==> src/rtl/cwb_pkg.sv <==
package cwb_pkg;
   typedef enum logic [1:0] {
      SZ_BYTE = 2'b00,
      SZ_HALF = 2'b01,
      SZ_WORD = 2'b10,
      SZ_BAD  = 2'b11
   } size_e;

   typedef enum logic {
      ST_IDLE = 1'b0,
      ST_BUSY = 1'b1
   } state_e;
endpackage

==> src/rtl/cwb_lane_sel.sv <==
module cwb_lane_sel #(
   parameter int LANES      = 4,
   parameter bit BIG_ENDIAN = 1'b1,
   localparam int OFF_W     = $clog2(LANES)
) (
   input  logic [OFF_W-1:0]  offset,
   input  cwb_pkg::size_e    size,
   output logic [LANES-1:0]  sel
);
   logic [OFF_W-1:0] byte_lane;
   logic [OFF_W-2:0] pair_raw;
   logic [OFF_W-2:0] pair_idx;

   assign pair_raw = offset[OFF_W-1:1];

   generate
      if (BIG_ENDIAN) begin : g_big
         assign byte_lane = ~offset;
         assign pair_idx  = ~pair_raw;
      end else begin : g_little
         assign byte_lane = offset;
         assign pair_idx  = pair_raw;
      end
   endgenerate

   always_comb begin
      case (size)
         cwb_pkg::SZ_BYTE: sel = LANES'(1) << byte_lane;
         cwb_pkg::SZ_HALF: sel = LANES'(3) << {pair_idx, 1'b0};
         cwb_pkg::SZ_WORD: sel = '1;
         default:          sel = '0;
      endcase
   end
endmodule

==> src/rtl/cwb_wr_steer.sv <==
module cwb_wr_steer #(
   parameter int DATA_W = 32,
   parameter int GRAN   = 8,
   localparam int LANES = DATA_W / GRAN
) (
   input  logic [LANES-1:0]  sel,
   input  logic [DATA_W-1:0] wdata,
   output logic [DATA_W-1:0] lanes
);
   // Selected lanes take consecutive slices of the right-justified data,
   // lowest selected lane first.
   always_comb begin
      int rank;
      lanes = '0;
      rank  = 0;
      for (int i = 0; i < LANES; i++) begin
         if (sel[i]) begin
            lanes[i*GRAN +: GRAN] = wdata[rank*GRAN +: GRAN];
            rank++;
         end
      end
   end
endmodule

==> src/rtl/cwb_rd_align.sv <==
module cwb_rd_align #(
   parameter int DATA_W = 32,
   parameter int GRAN   = 8,
   localparam int LANES = DATA_W / GRAN
) (
   input  logic [LANES-1:0]  sel,
   input  logic [DATA_W-1:0] bus,
   output logic [DATA_W-1:0] data
);
   logic sel_ok;

   always_comb begin
      sel_ok = ($countones(sel) == 1) || (&sel);
      for (int p = 0; p < LANES/2; p++) begin
         if (sel == (LANES'(3) << (2*p))) sel_ok = 1'b1;
      end
   end

   always_comb begin
      int rank;
      data = '0;
      rank = 0;
      if (sel_ok) begin
         for (int i = 0; i < LANES; i++) begin
            if (sel[i]) begin
               data[rank*GRAN +: GRAN] = bus[i*GRAN +: GRAN];
               rank++;
            end
         end
      end
   end
endmodule

==> src/rtl/cwb_bridge.sv <==
module cwb_bridge #(
   parameter int ADDR_W     = 32,
   parameter int DATA_W     = 32,
   parameter int GRAN       = 8,
   parameter bit BIG_ENDIAN = 1'b1,
   localparam int LANES     = DATA_W / GRAN,
   localparam int LSB_W     = $clog2(LANES)
) (
   input  logic                    clk,
   input  logic                    rst_n,
   input  logic                    core_req,
   input  logic [ADDR_W-1:0]       core_addr,
   input  logic [1:0]              core_size,
   input  logic                    core_we,
   input  logic [DATA_W-1:0]       core_wdata,
   output logic [DATA_W-1:0]       core_rdata,
   output logic                    core_done,
   output logic [ADDR_W-LSB_W-1:0] wb_adr_o,
   output logic [DATA_W-1:0]       wb_dat_o,
   input  logic [DATA_W-1:0]       wb_dat_i,
   output logic                    wb_we_o,
   output logic [LANES-1:0]        wb_sel_o,
   output logic                    wb_stb_o,
   output logic                    wb_cyc_o,
   output logic [2:0]              wb_cti_o,
   output logic [1:0]              wb_bte_o,
   input  logic                    wb_ack_i
);
   import cwb_pkg::*;

   generate
      if (LANES != 4 || LANES * GRAN != DATA_W) begin : g_bad_cfg
         $error("cwb_bridge: DATA_W/GRAN must give exactly four lanes");
      end
      if (ADDR_W <= LSB_W) begin : g_bad_addr
         $error("cwb_bridge: ADDR_W too small");
      end
   endgenerate

   state_e                  state_q;
   logic [ADDR_W-LSB_W-1:0] adr_q;
   logic [LANES-1:0]        sel_q;
   logic [DATA_W-1:0]       dat_q;
   logic                    we_q;
   logic [DATA_W-1:0]       rdata_q;
   logic                    done_q;

   logic [LANES-1:0]        sel_d;
   logic [DATA_W-1:0]       dat_d;
   logic [DATA_W-1:0]       rdata_d;

   cwb_lane_sel #(.LANES(LANES), .BIG_ENDIAN(BIG_ENDIAN)) u_lane_sel (
      .offset (core_addr[LSB_W-1:0]),
      .size   (size_e'(core_size)),
      .sel    (sel_d)
   );

   cwb_wr_steer #(.DATA_W(DATA_W), .GRAN(GRAN)) u_wr_steer (
      .sel   (sel_d),
      .wdata (core_wdata),
      .lanes (dat_d)
   );

   cwb_rd_align #(.DATA_W(DATA_W), .GRAN(GRAN)) u_rd_align (
      .sel  (sel_q),
      .bus  (wb_dat_i),
      .data (rdata_d)
   );

   always_ff @(posedge clk) begin
      if (!rst_n) begin
         state_q <= ST_IDLE;
         adr_q   <= '0;
         sel_q   <= '0;
         dat_q   <= '0;
         we_q    <= 1'b0;
         rdata_q <= '0;
         done_q  <= 1'b0;
      end else begin
         done_q <= 1'b0;
         case (state_q)
            ST_IDLE: begin
               if (core_req) begin
                  state_q <= ST_BUSY;
                  adr_q   <= core_addr[ADDR_W-1:LSB_W];
                  sel_q   <= sel_d;
                  dat_q   <= core_we ? dat_d : '0;
                  we_q    <= core_we;
               end
            end
            default: begin
               if (wb_ack_i) begin
                  state_q <= ST_IDLE;
                  done_q  <= 1'b1;
                  if (!we_q) rdata_q <= rdata_d;
                  adr_q   <= '0;
                  sel_q   <= '0;
                  dat_q   <= '0;
                  we_q    <= 1'b0;
               end
            end
         endcase
      end
   end

   assign wb_cyc_o   = (state_q == ST_BUSY);
   assign wb_stb_o   = (state_q == ST_BUSY);
   assign wb_adr_o   = adr_q;
   assign wb_sel_o   = sel_q;
   assign wb_dat_o   = dat_q;
   assign wb_we_o    = we_q;
   assign wb_cti_o   = 3'b000;
   assign wb_bte_o   = 2'b00;
   assign core_rdata = rdata_q;
   assign core_done  = done_q;
endmodule

==> config.mk <==
export PLATFORM = sky130hd
export DESIGN_NAME = cwb_bridge
export DESIGN_NICKNAME = d
export VERILOG_FILES = /design/src/rtl/cwb_pkg.sv /design/src/rtl/cwb_lane_sel.sv /design/src/rtl/cwb_wr_steer.sv /design/src/rtl/cwb_rd_align.sv /design/src/rtl/cwb_bridge.sv
export SDC_FILE = /design/constraint.sdc
export NUM_CORES = 1
export LEC_CHECK = 0
export ABC_AREA = 0
export BUFFER_PORTS_ARGS = -buffer_cell sky130_fd_sc_hd__buf_4
export CAP_MARGIN = 20
export CORE_MARGIN = 2
export CORE_UTILIZATION = 47
export CTS_BUF_LIST = sky130_fd_sc_hd__clkbuf_2
export DETAILED_ROUTE_END_ITERATION = 10
export PLACE_DENSITY = 0.79
export SLEW_MARGIN = 20
export SYNTH_ARGS = -nofsm -noshare
export SYNTH_HDL_FRONTEND = slang
export SYNTH_HIERARCHICAL = 1
export SYNTH_SLANG_ARGS = --single-unit
==> constraint.sdc <==
create_clock -name clk -period 3.1 [get_ports clk]
set_clock_uncertainty 0.1 [all_clocks]
set_input_delay 0.31 -clock clk [delete_from_list [all_inputs] [get_ports clk]]
set_output_delay 0.31 -clock clk [all_outputs]
set_load 0.02 [all_outputs]
==> results of run 1 <==
-- cell type report --
| class | instances | area (µm²) |
|---|---|---|
| clock buffer | 9 | 45.0 |
| clock inverter | 7 | 81.3 |
| fill | 1037 | 4110 |
| inverter | 10 | 37.5 |
| multi-input combinational | 507 | 3750 |
| sequential | 101 | 2020 |
| tap | 172 | 215 |
| timing repair buffer | 295 | 2410 |
-- logic make-up (layout without fill, tap and decap cells) --
family                     after synthesis  count (layout)  synth area share [%]
xor gates and xnor gates                 1               1                 0.449
DFF                                    101             101                  33.0
and+or+nand+nor                        264             264                  22.6
muxes                                  112             112                  18.3
buffers and inverters                   77             321                  7.37
AOI/OAI and AO/OA                      112             113                  15.6
adders and majority gates               12              12                  2.69
other                                    1               5                0.0612
-- synth_stat cells (6+ instances only) --
library cell | n | share of area [%]
o21ai_0 | 9 | 0.73
a2bb2oi_1 | 8 | 1.1
ha_1 | 10 | 2.0
dfxtp_1 | 101 | 33
a32o_1 | 35 | 5.7
nand2_1 | 123 | 7.5
nor2_1 | 40 | 2.4
buf_2 | 12 | 0.98
a21oi_1 | 19 | 1.6
nand3_1 | 19 | 1.6
a211oi_2 | 9 | 1.8
buf_6 | 12 | 2.2
buf_4 | 15 | 1.8
nand4b_1 | 32 | 4.6
a221oi_1 | 8 | 1.1
and3_1 | 10 | 1.0
mux2i_1 | 112 | 18
and2_1 | 8 | 0.82
nor3_2 | 7 | 1.1
inv_1 | 6 | 0.37
clkbuf_1 | 25 | 1.5
-- registers in the layout, summed over array words and instances, names as in the netlist --
register	cells
wb_dat_o	32
wb_adr_o	30
core_rdata	32
wb_we_o	1
wb_sel_o	4
wb_cyc_o	1
core_done	1
-- cell usage in the layout (no fill, tap or decap), types with 3 or more instances in the layout --
| cell | instances |
|---|---|
| a211oi_2 | 9 |
| a21oi_1 | 19 |
| a221oi_1 | 8 |
| a2bb2oi_1 | 8 |
| a32o_1 | 35 |
| and2_1 | 8 |
| and3_1 | 9 |
| buf_4 | 226 |
| clkbuf_2 | 9 |
| clkinv_1 | 3 |
| conb_1 | 5 |
| dfxtp_1 | 99 |
| dlygate4sd3_1 | 66 |
| ha_1 | 9 |
| inv_1 | 6 |
| mux2i_1 | 110 |
| nand2_1 | 122 |
| nand2b_1 | 4 |
| nand3_1 | 18 |
| nand4b_1 | 32 |
| nor2_1 | 40 |
| nor3_2 | 7 |
| o21ai_0 | 9 |
| o21ai_1 | 3 |
| o22a_1 | 4 |
| o22ai_1 | 4 |
| o32a_1 | 4 |
| o32ai_1 | 4 |
-- metrics by stage --
stage | setup WS (ns) | instances | cell area (µm²)
after floorplan | 0.0550 | 684 | 6150
after global placement | 0.0494 | 1015 | 7690
after detailed placement | -0.0602 | 1015 | 7690
after CTS | -0.0104 | 1098 | 8500
after global routing | -0.0176 | 1101 | 8560
final | 0.0555 | 1101 | 8560
-- worst max path at each step --
stage,end,startpoint,slack (ns),cells past startpoint
floorplan,core_rdata[16]$_SDFFE_PN0P_,wb_sel_o[0]$_SDFFE_PN0P_,0.06,15
global placement,core_rdata[9]$_SDFFE_PN0P_,wb_sel_o[0]$_SDFFE_PN0P_,0.05,11
detailed placement,core_rdata[31]$_SDFFE_PN0P_,wb_sel_o[0]$_SDFFE_PN0P_,-0.06,11
CTS,core_rdata[4]$_SDFFE_PN0P_,wb_sel_o[0]$_SDFFE_PN0P_,-0.01,12
global route,core_rdata[31]$_SDFFE_PN0P_,wb_sel_o[0]$_SDFFE_PN0P_,-0.02,12
finish,core_rdata[31]$_SDFFE_PN0P_,wb_sel_o[1]$_SDFFE_PN0P_,0.06,12
-- metal layers --
layer / part of all wire (%) / vias to the layer above / wire [µm] / track usage [%]
met1: 41 / 2960 / 8000 / 32.1
met4: 4.1 / 0 / 805 / 13.8
li1: - / 2961 / - / -
met5: 0 / - / 0 / 0
met2: 47 / 299 / 9200 / 45.1
met3: 7.7 / 63 / 1510 / 6.56
-- critical path: cells and delay by family, from the launching register on --
kind / cells / cell delay (ns)
adders and majority gates: 3 / 0.92
and+or+nand+nor: 4 / 0.79
DFF: 1 / 0.40
buffers and inverters: 3 / 0.39
muxes: 2 / 0.34
-- repair_timing --
action / 4_1_cts / 5_1_grt
endpoints found under the hold margin: 95 / 0
gates resized for setup: 2 / 10
pin swaps: 1 / 2
gates cloned: 1 / 0
hold buffers: 66 / 0
buffers inserted: 0 / 3
setup endpoints to repair: 15 / 32
-- where the power goes --
group	total (mW)	internal, mW	switching [mW]	leakage, nW
Clock	0.701	0.201	0.500	0.0740
Combinational	0.959	0.444	0.515	2.67
Sequential	1.37	1.34	0.0235	0.821
Total	3.03	1.99	1.04	3.56
==> summary.md, run 1 <==
| Metric | Value |
|---|---|
| Async SR Flop Fraction | 0% |
| DRC viols | 0 |
| IO Port Bufs | 204 |
| Status | complete, no violations |
| Post-DRT Antenna Nets | 0 |
| Worst hold margin | 0.0655 ns |
| Max stage delay cell, worst path | fa_1 |
| Final core occ | 67.6% |
| Power density cells | 354 mW/mm² |
| Static Leak | 3.56 nW |
| DP Wirelength | 12.6 mm |
| Largest net degree at the start of global routing | 142 |
| Worst Tran Pin Value | 1.01 ns |
| TritonCTS Buffers | 9 |
| Cell variety after synth | 54 |
| Total power | 3.03 mW |
| Drt pass-1 iters | 6 |
| Worst IR Drop VDD | 0.266 mV |
| CP endpoint kind | register |
| H-tree Lvls | 3 |
| IO Count | 210 |
| R2R setup slack | 0.06 ns |
| R2R Path End | core_rdata[31]$_SDFFE_PN0P_ |
| WHS Path Cells | 5 |
| TNS Setup | 0 ns |
| Slew Limit Fails | 0 |
| Critical Path Start Type | register |
| Syn Area/Cell | 9.02 µm² |
| HP Class | input port to register |
| Seq/Total Area, Yosys | 33.0% |
| Total gr overflow | 0 |
| Mapped Cells | 680 |
| Endpoints failing hold | 0 |
| Setup violations, final | 0 |
| Post-route minimum period | 3.04 ns |
| Syn-to-layout area delta | 39.6% |
| Site Rows | 41 |
| CP Data Required Time | 3.51 ns |
| Post-Route WL | 19.5 mm |
| Worst-Skew Late Latency | 0.62 ns |
| Clock tree buffer depth | 2 |
| Cells on worst reg2reg path | 12 |
| Final GP Congestion | 0.906 |
| DRT iter0 DRCs | 514 |
| Nets | 1,039 |
| Crit share post-route | 98.2% |
| Hold Path Origin | core_wdata[9] |
| Initial antenna violation count | 0 |
| Initial Utilization | 48.4% |
| Mapped Area | 0.00613 mm² |
| CTS clock-pin slew for the worst setup and hold paths | 0.29 ns |
| Crit path kind | register to register |
| TritonCTS clock tree | built |
| Max Cap Violations | 0 |
| Crit-path max FO | 5 |
| First-pass GRT wire length | 30.9 mm |
| Number of diodes | 0 |
| Number of global-route vias before repair | 6,277 |
| Wire per inst | 17.7 µm |
| DIE WIDTH | 118 µm |
| CP arrival | 3.45 ns |
| Hold endpoint | wb_dat_o[9]$_SDFFE_PN0P_ |
| Die Height | 118 µm |
| Routed vias | 6,283 |
| Number of flops mapped to enable cells by yosys | 0 |
| CP cell instances | inv_1 -> buf_4 -> fa_1 -> ha_1 -> ha_1 -> nand3b_1 -> nor3_4 -> buf_4 -> mux2i_1 -> nor2_1 -> nand2_1 -> mux2i_1 |
| CP max stage delay | 0.50 ns |
| Post-synth top flop | dfxtp_1 |
| Clock sink total | 101 |
| GR Util All Layers | 27.0% |
| #FFs+latches synth | 101 |
| Max Freq | 0.328 GHz |
| Root buf cell | clkbuf_2 |
| Share of cells above drive strength 1 | 30.7% |
| YS warnings | 6 |
| Die area | 0.0140 mm² |
| Placeable Area | 0.0127 mm² |
| Rel. slew slack | 32.9% |
| R2R Path Start | wb_sel_o[1]$_SDFFE_PN0P_ |
| Vias/cell | 5.71 |
Note: power is estimated with default switching activity, not from simulation.
==> inputs of run 2 (changes only) <==
- CELL_PAD_IN_SITES_DETAIL_PLACEMENT: unset -> 0
- CELL_PAD_IN_SITES_GLOBAL_PLACEMENT: unset -> 1
- CORE_UTILIZATION: 47 -> 34
- CTS_BUF_LIST: sky130_fd_sc_hd__clkbuf_2 -> unset
- PLACE_DENSITY: 0.79 -> unset
- PLACE_DENSITY_LB_ADDON: unset -> 0.1
==> summary.md, run 2 (synthesis results as in run 1) <==
| Metric | Value |
|---|---|
| GR Util All Layers | 19.7% (was 27.0%) |
| Number of global-route vias before repair | 5,767 (was 6,277) |
| Crit path kind | register to register (unchanged) |
| Share of cells above drive strength 1 | 32.7% (was 30.7%) |
| Endpoints failing hold | 0 (unchanged) |
| R2R Path Start | wb_sel_o[0]$_SDFFE_PN0P_ (was wb_sel_o[1]$_SDFFE_PN0P_) |
| CTS clock-pin slew for the worst setup and hold paths | 0.08 ns (was 0.29 ns) |
| Commonest non-fill, non-tap cell in the layout | buf_4 (unchanged) |
| Max stage delay cell, worst path | or3b_1 (was fa_1) |
| Post-route minimum period | 2.95 ns (was 3.04 ns) |
| Total gr overflow | 0 (unchanged) |
| CTS Hold Bufs | 0 (was 66) |
| Site Rows | 49 (was 41) |
| Rel. slew slack | 54.1% (was 32.9%) |
| IO Count | 210 (unchanged) |
| Crit share post-route | 95.1% (was 98.2%) |
| First-pass GRT wire length | 30.6 mm (was 30.9 mm) |
| Number of fillers in the final layout | 1,759 (was 1,037) |
| Vias/cell | 5.42 (was 5.71) |
| CP cell instances | inv_2 -> buf_4 -> fa_1 -> ha_1 -> ha_1 -> nand3b_1 -> or3b_1 -> nor2_1 -> nor3_2 -> nand2_1 -> mux2i_1 (was inv_1 -> buf_4 -> fa_1 -> ha_1 -> ha_1 -> nand3b_1 -> nor3_4 -> buf_4 -> mux2i_1 -> nor2_1 -> nand2_1 -> mux2i_1) |
| Routed vias | 5,908 (was 6,283) |
| Initial antenna violation count | 0 (unchanged) |
| Crit-path max FO | 12 (was 5) |
| Worst IR Drop VDD | 0.268 mV (was 0.266 mV) |
| Static Leak | 3.34 nW (was 3.56 nW) |
| Drt pass-1 iters | 5 (was 6) |
| Syn-to-layout area delta | 31.9% (was 39.6%) |
| H-tree Lvls | 3 (unchanged) |
| DIE WIDTH | 138 µm (was 118 µm) |
| Die Height | 138 µm (was 118 µm) |
| Post-Route WL | 19.8 mm (was 19.5 mm) |
| Die area | 0.0191 mm² (was 0.0140 mm²) |
| CP max stage delay | 0.58 ns (was 0.50 ns) |
| Max Cap Violations | 0 (unchanged) |
| Power density cells | 419 mW/mm² (was 354 mW/mm²) |
| Fin cells | 1,091 (was 1,101) |
| Clock tree buffer depth | 2 (unchanged) |
| DP Cell Count | 1,072 (was 1,015) |
| RSZ-0062 raised after global routing | yes |
| Post-DRT Antenna Nets | 0 (unchanged) |
| DRT iter0 DRCs | 359 (was 514) |
| Slew Limit Fails | 0 (unchanged) |
| Final GP Congestion | 0.869 (was 0.906) |
| Placeable Area | 0.0178 mm² (was 0.0127 mm²) |
| Worst Tran Pin Value | 0.688 ns (was 1.01 ns) |
| Final Worst Setup Slack | 0.151 ns (was 0.0555 ns) |
| TritonCTS clock tree | built (unchanged) |
| Number of diodes | 0 (unchanged) |
| R2R Path End | core_rdata[10]$_SDFFE_PN0P_ (was core_rdata[31]$_SDFFE_PN0P_) |
| Status | complete, no violations (unchanged) |
| WHS Path Cells | 2 (was 5) |
| Cells on worst reg2reg path | 11 (was 12) |
| Most frequent cells in the layout | buf_4 (228), nand2_1 (123), mux2i_1 (111) (was buf_4 (226), nand2_1 (122), mux2i_1 (110)) |
| DRC viols | 0 (unchanged) |
| CP arrival | 3.08 ns (was 3.45 ns) |
| Worst hold margin | 0.0598 ns (was 0.0655 ns) |
| Most common cell on crit path | ha_1 |
| Critical Path Start Type | register (unchanged) |
| TritonCTS Buffers | 9 (unchanged) |
| HP Class | input port to register (unchanged) |
| IO Port Bufs | 204 (unchanged) |
| Place WS | -0.132 ns (was -0.0602 ns) |
| CP Data Required Time | 3.23 ns (was 3.51 ns) |
| Clock sink total | 101 (unchanged) |
| Hold endpoint | wb_adr_o[6]$_SDFFE_PN0P_ (was wb_dat_o[9]$_SDFFE_PN0P_) |
| DP Wirelength | 14.5 mm (was 12.6 mm) |
| Largest net degree at the start of global routing | 61 (was 142) |
| Worst-Skew Late Latency | 0.35 ns (was 0.62 ns) |
| Wire per inst | 18.2 µm (was 17.7 µm) |
| Nets | 972 (was 1,039) |
| Root buf cell | clkbuf_16 (was clkbuf_2) |
| R2R setup slack | 0.15 ns (was 0.06 ns) |
| Initial Utilization | 34.4% (was 48.4%) |
| Final core occ | 45.3% (was 67.6%) |
| Setup violations, final | 0 (unchanged) |
| Hold Path Origin | core_addr[8] (was core_wdata[9]) |
| CP endpoint kind | register (unchanged) |
| Max Freq | 0.339 GHz (was 0.328 GHz) |
| Total power | 3.39 mW (was 3.03 mW) |
-- run 2: cell count changes in the layout (fill, tap and decap cells not counted), sizes merged --
cell	change
a311oi	-1
clkinv	+1
dlygate4sd3	-66
bufinv	-1
-- run 2: worst max-delay path by stage --
stage,startpoint,to,slack [ns],depth (start not counted)
after CTS,wb_sel_o[2]$_SDFFE_PN0P_,core_rdata[15]$_SDFFE_PN0P_,0.09,10
after global placement,wb_sel_o[0]$_SDFFE_PN0P_,core_rdata[30]$_SDFFE_PN0P_,-0.05,11
final,wb_sel_o[0]$_SDFFE_PN0P_,core_rdata[10]$_SDFFE_PN0P_,0.15,11
after detailed placement,wb_sel_o[0]$_SDFFE_PN0P_,core_rdata[27]$_SDFFE_PN0P_,-0.13,11
after global routing,wb_sel_o[0]$_SDFFE_PN0P_,core_rdata[30]$_SDFFE_PN0P_,-0.01,11
after floorplan,wb_sel_o[0]$_SDFFE_PN0P_,core_rdata[16]$_SDFFE_PN0P_,0.06,15
-- run 2: cell type report --
cell class	count	area (µm²)	share of cell area, %
clock buffers	9	225	2.79
well taps	229	287	3.54
inverters	10	37.5	0.464
clock inverters	7	66.3	0.820
flip-flops and latches	101	2030	25.1
repair buffers	229	1730	21.4
multi-input cells	506	3710	45.9
-- run 2: metal layers --
metal	global-route usage [%]	part of all wire, %	vias to the layer above
li1	-	-	2822
met1	24.1	41	2801
met2	34.3	50	245
met3	4.30	6.5	40
met4	6.93	2.4	0
met5	0	0	-
-- run 2: what timing repair did --
item                       CTS  global route
buffers inserted             2             1
setup endpoints to repair   15            16
pin swaps                    1             1
gates resized for setup      0             5
-- run 2: power by group --
part	total, mW	internal, mW	leakage (nW)	switching [mW]
logic	0.895	0.391	2.38	0.504
registers	1.36	1.34	0.821	0.0233
clock network	1.13	0.564	0.141	0.567
total	3.39	2.29	3.34	1.09
-- run 2: worst max-delay path, delay by kind of cell (launching register included) --
family | cells | cell delay [ns]
multiplexers | 1 | 0.07
adder cells (fa/ha/maj) | 3 | 0.92
AND/OR/NAND/NOR | 5 | 1.17
buffers and inverters | 2 | 0.22
flip-flops | 1 | 0.33
-- run 2: stage by stage --
stage / TNS (ns) / area, µm²
2_1_floorplan: 0 / 6150
3_3_place_gp: -0.652 / 7750
3_5_place_dp: -1.74 / 7750
4_1_cts: 0 / 8060
5_1_grt: -0.0450 / 8090
6_report: 0 / 8090
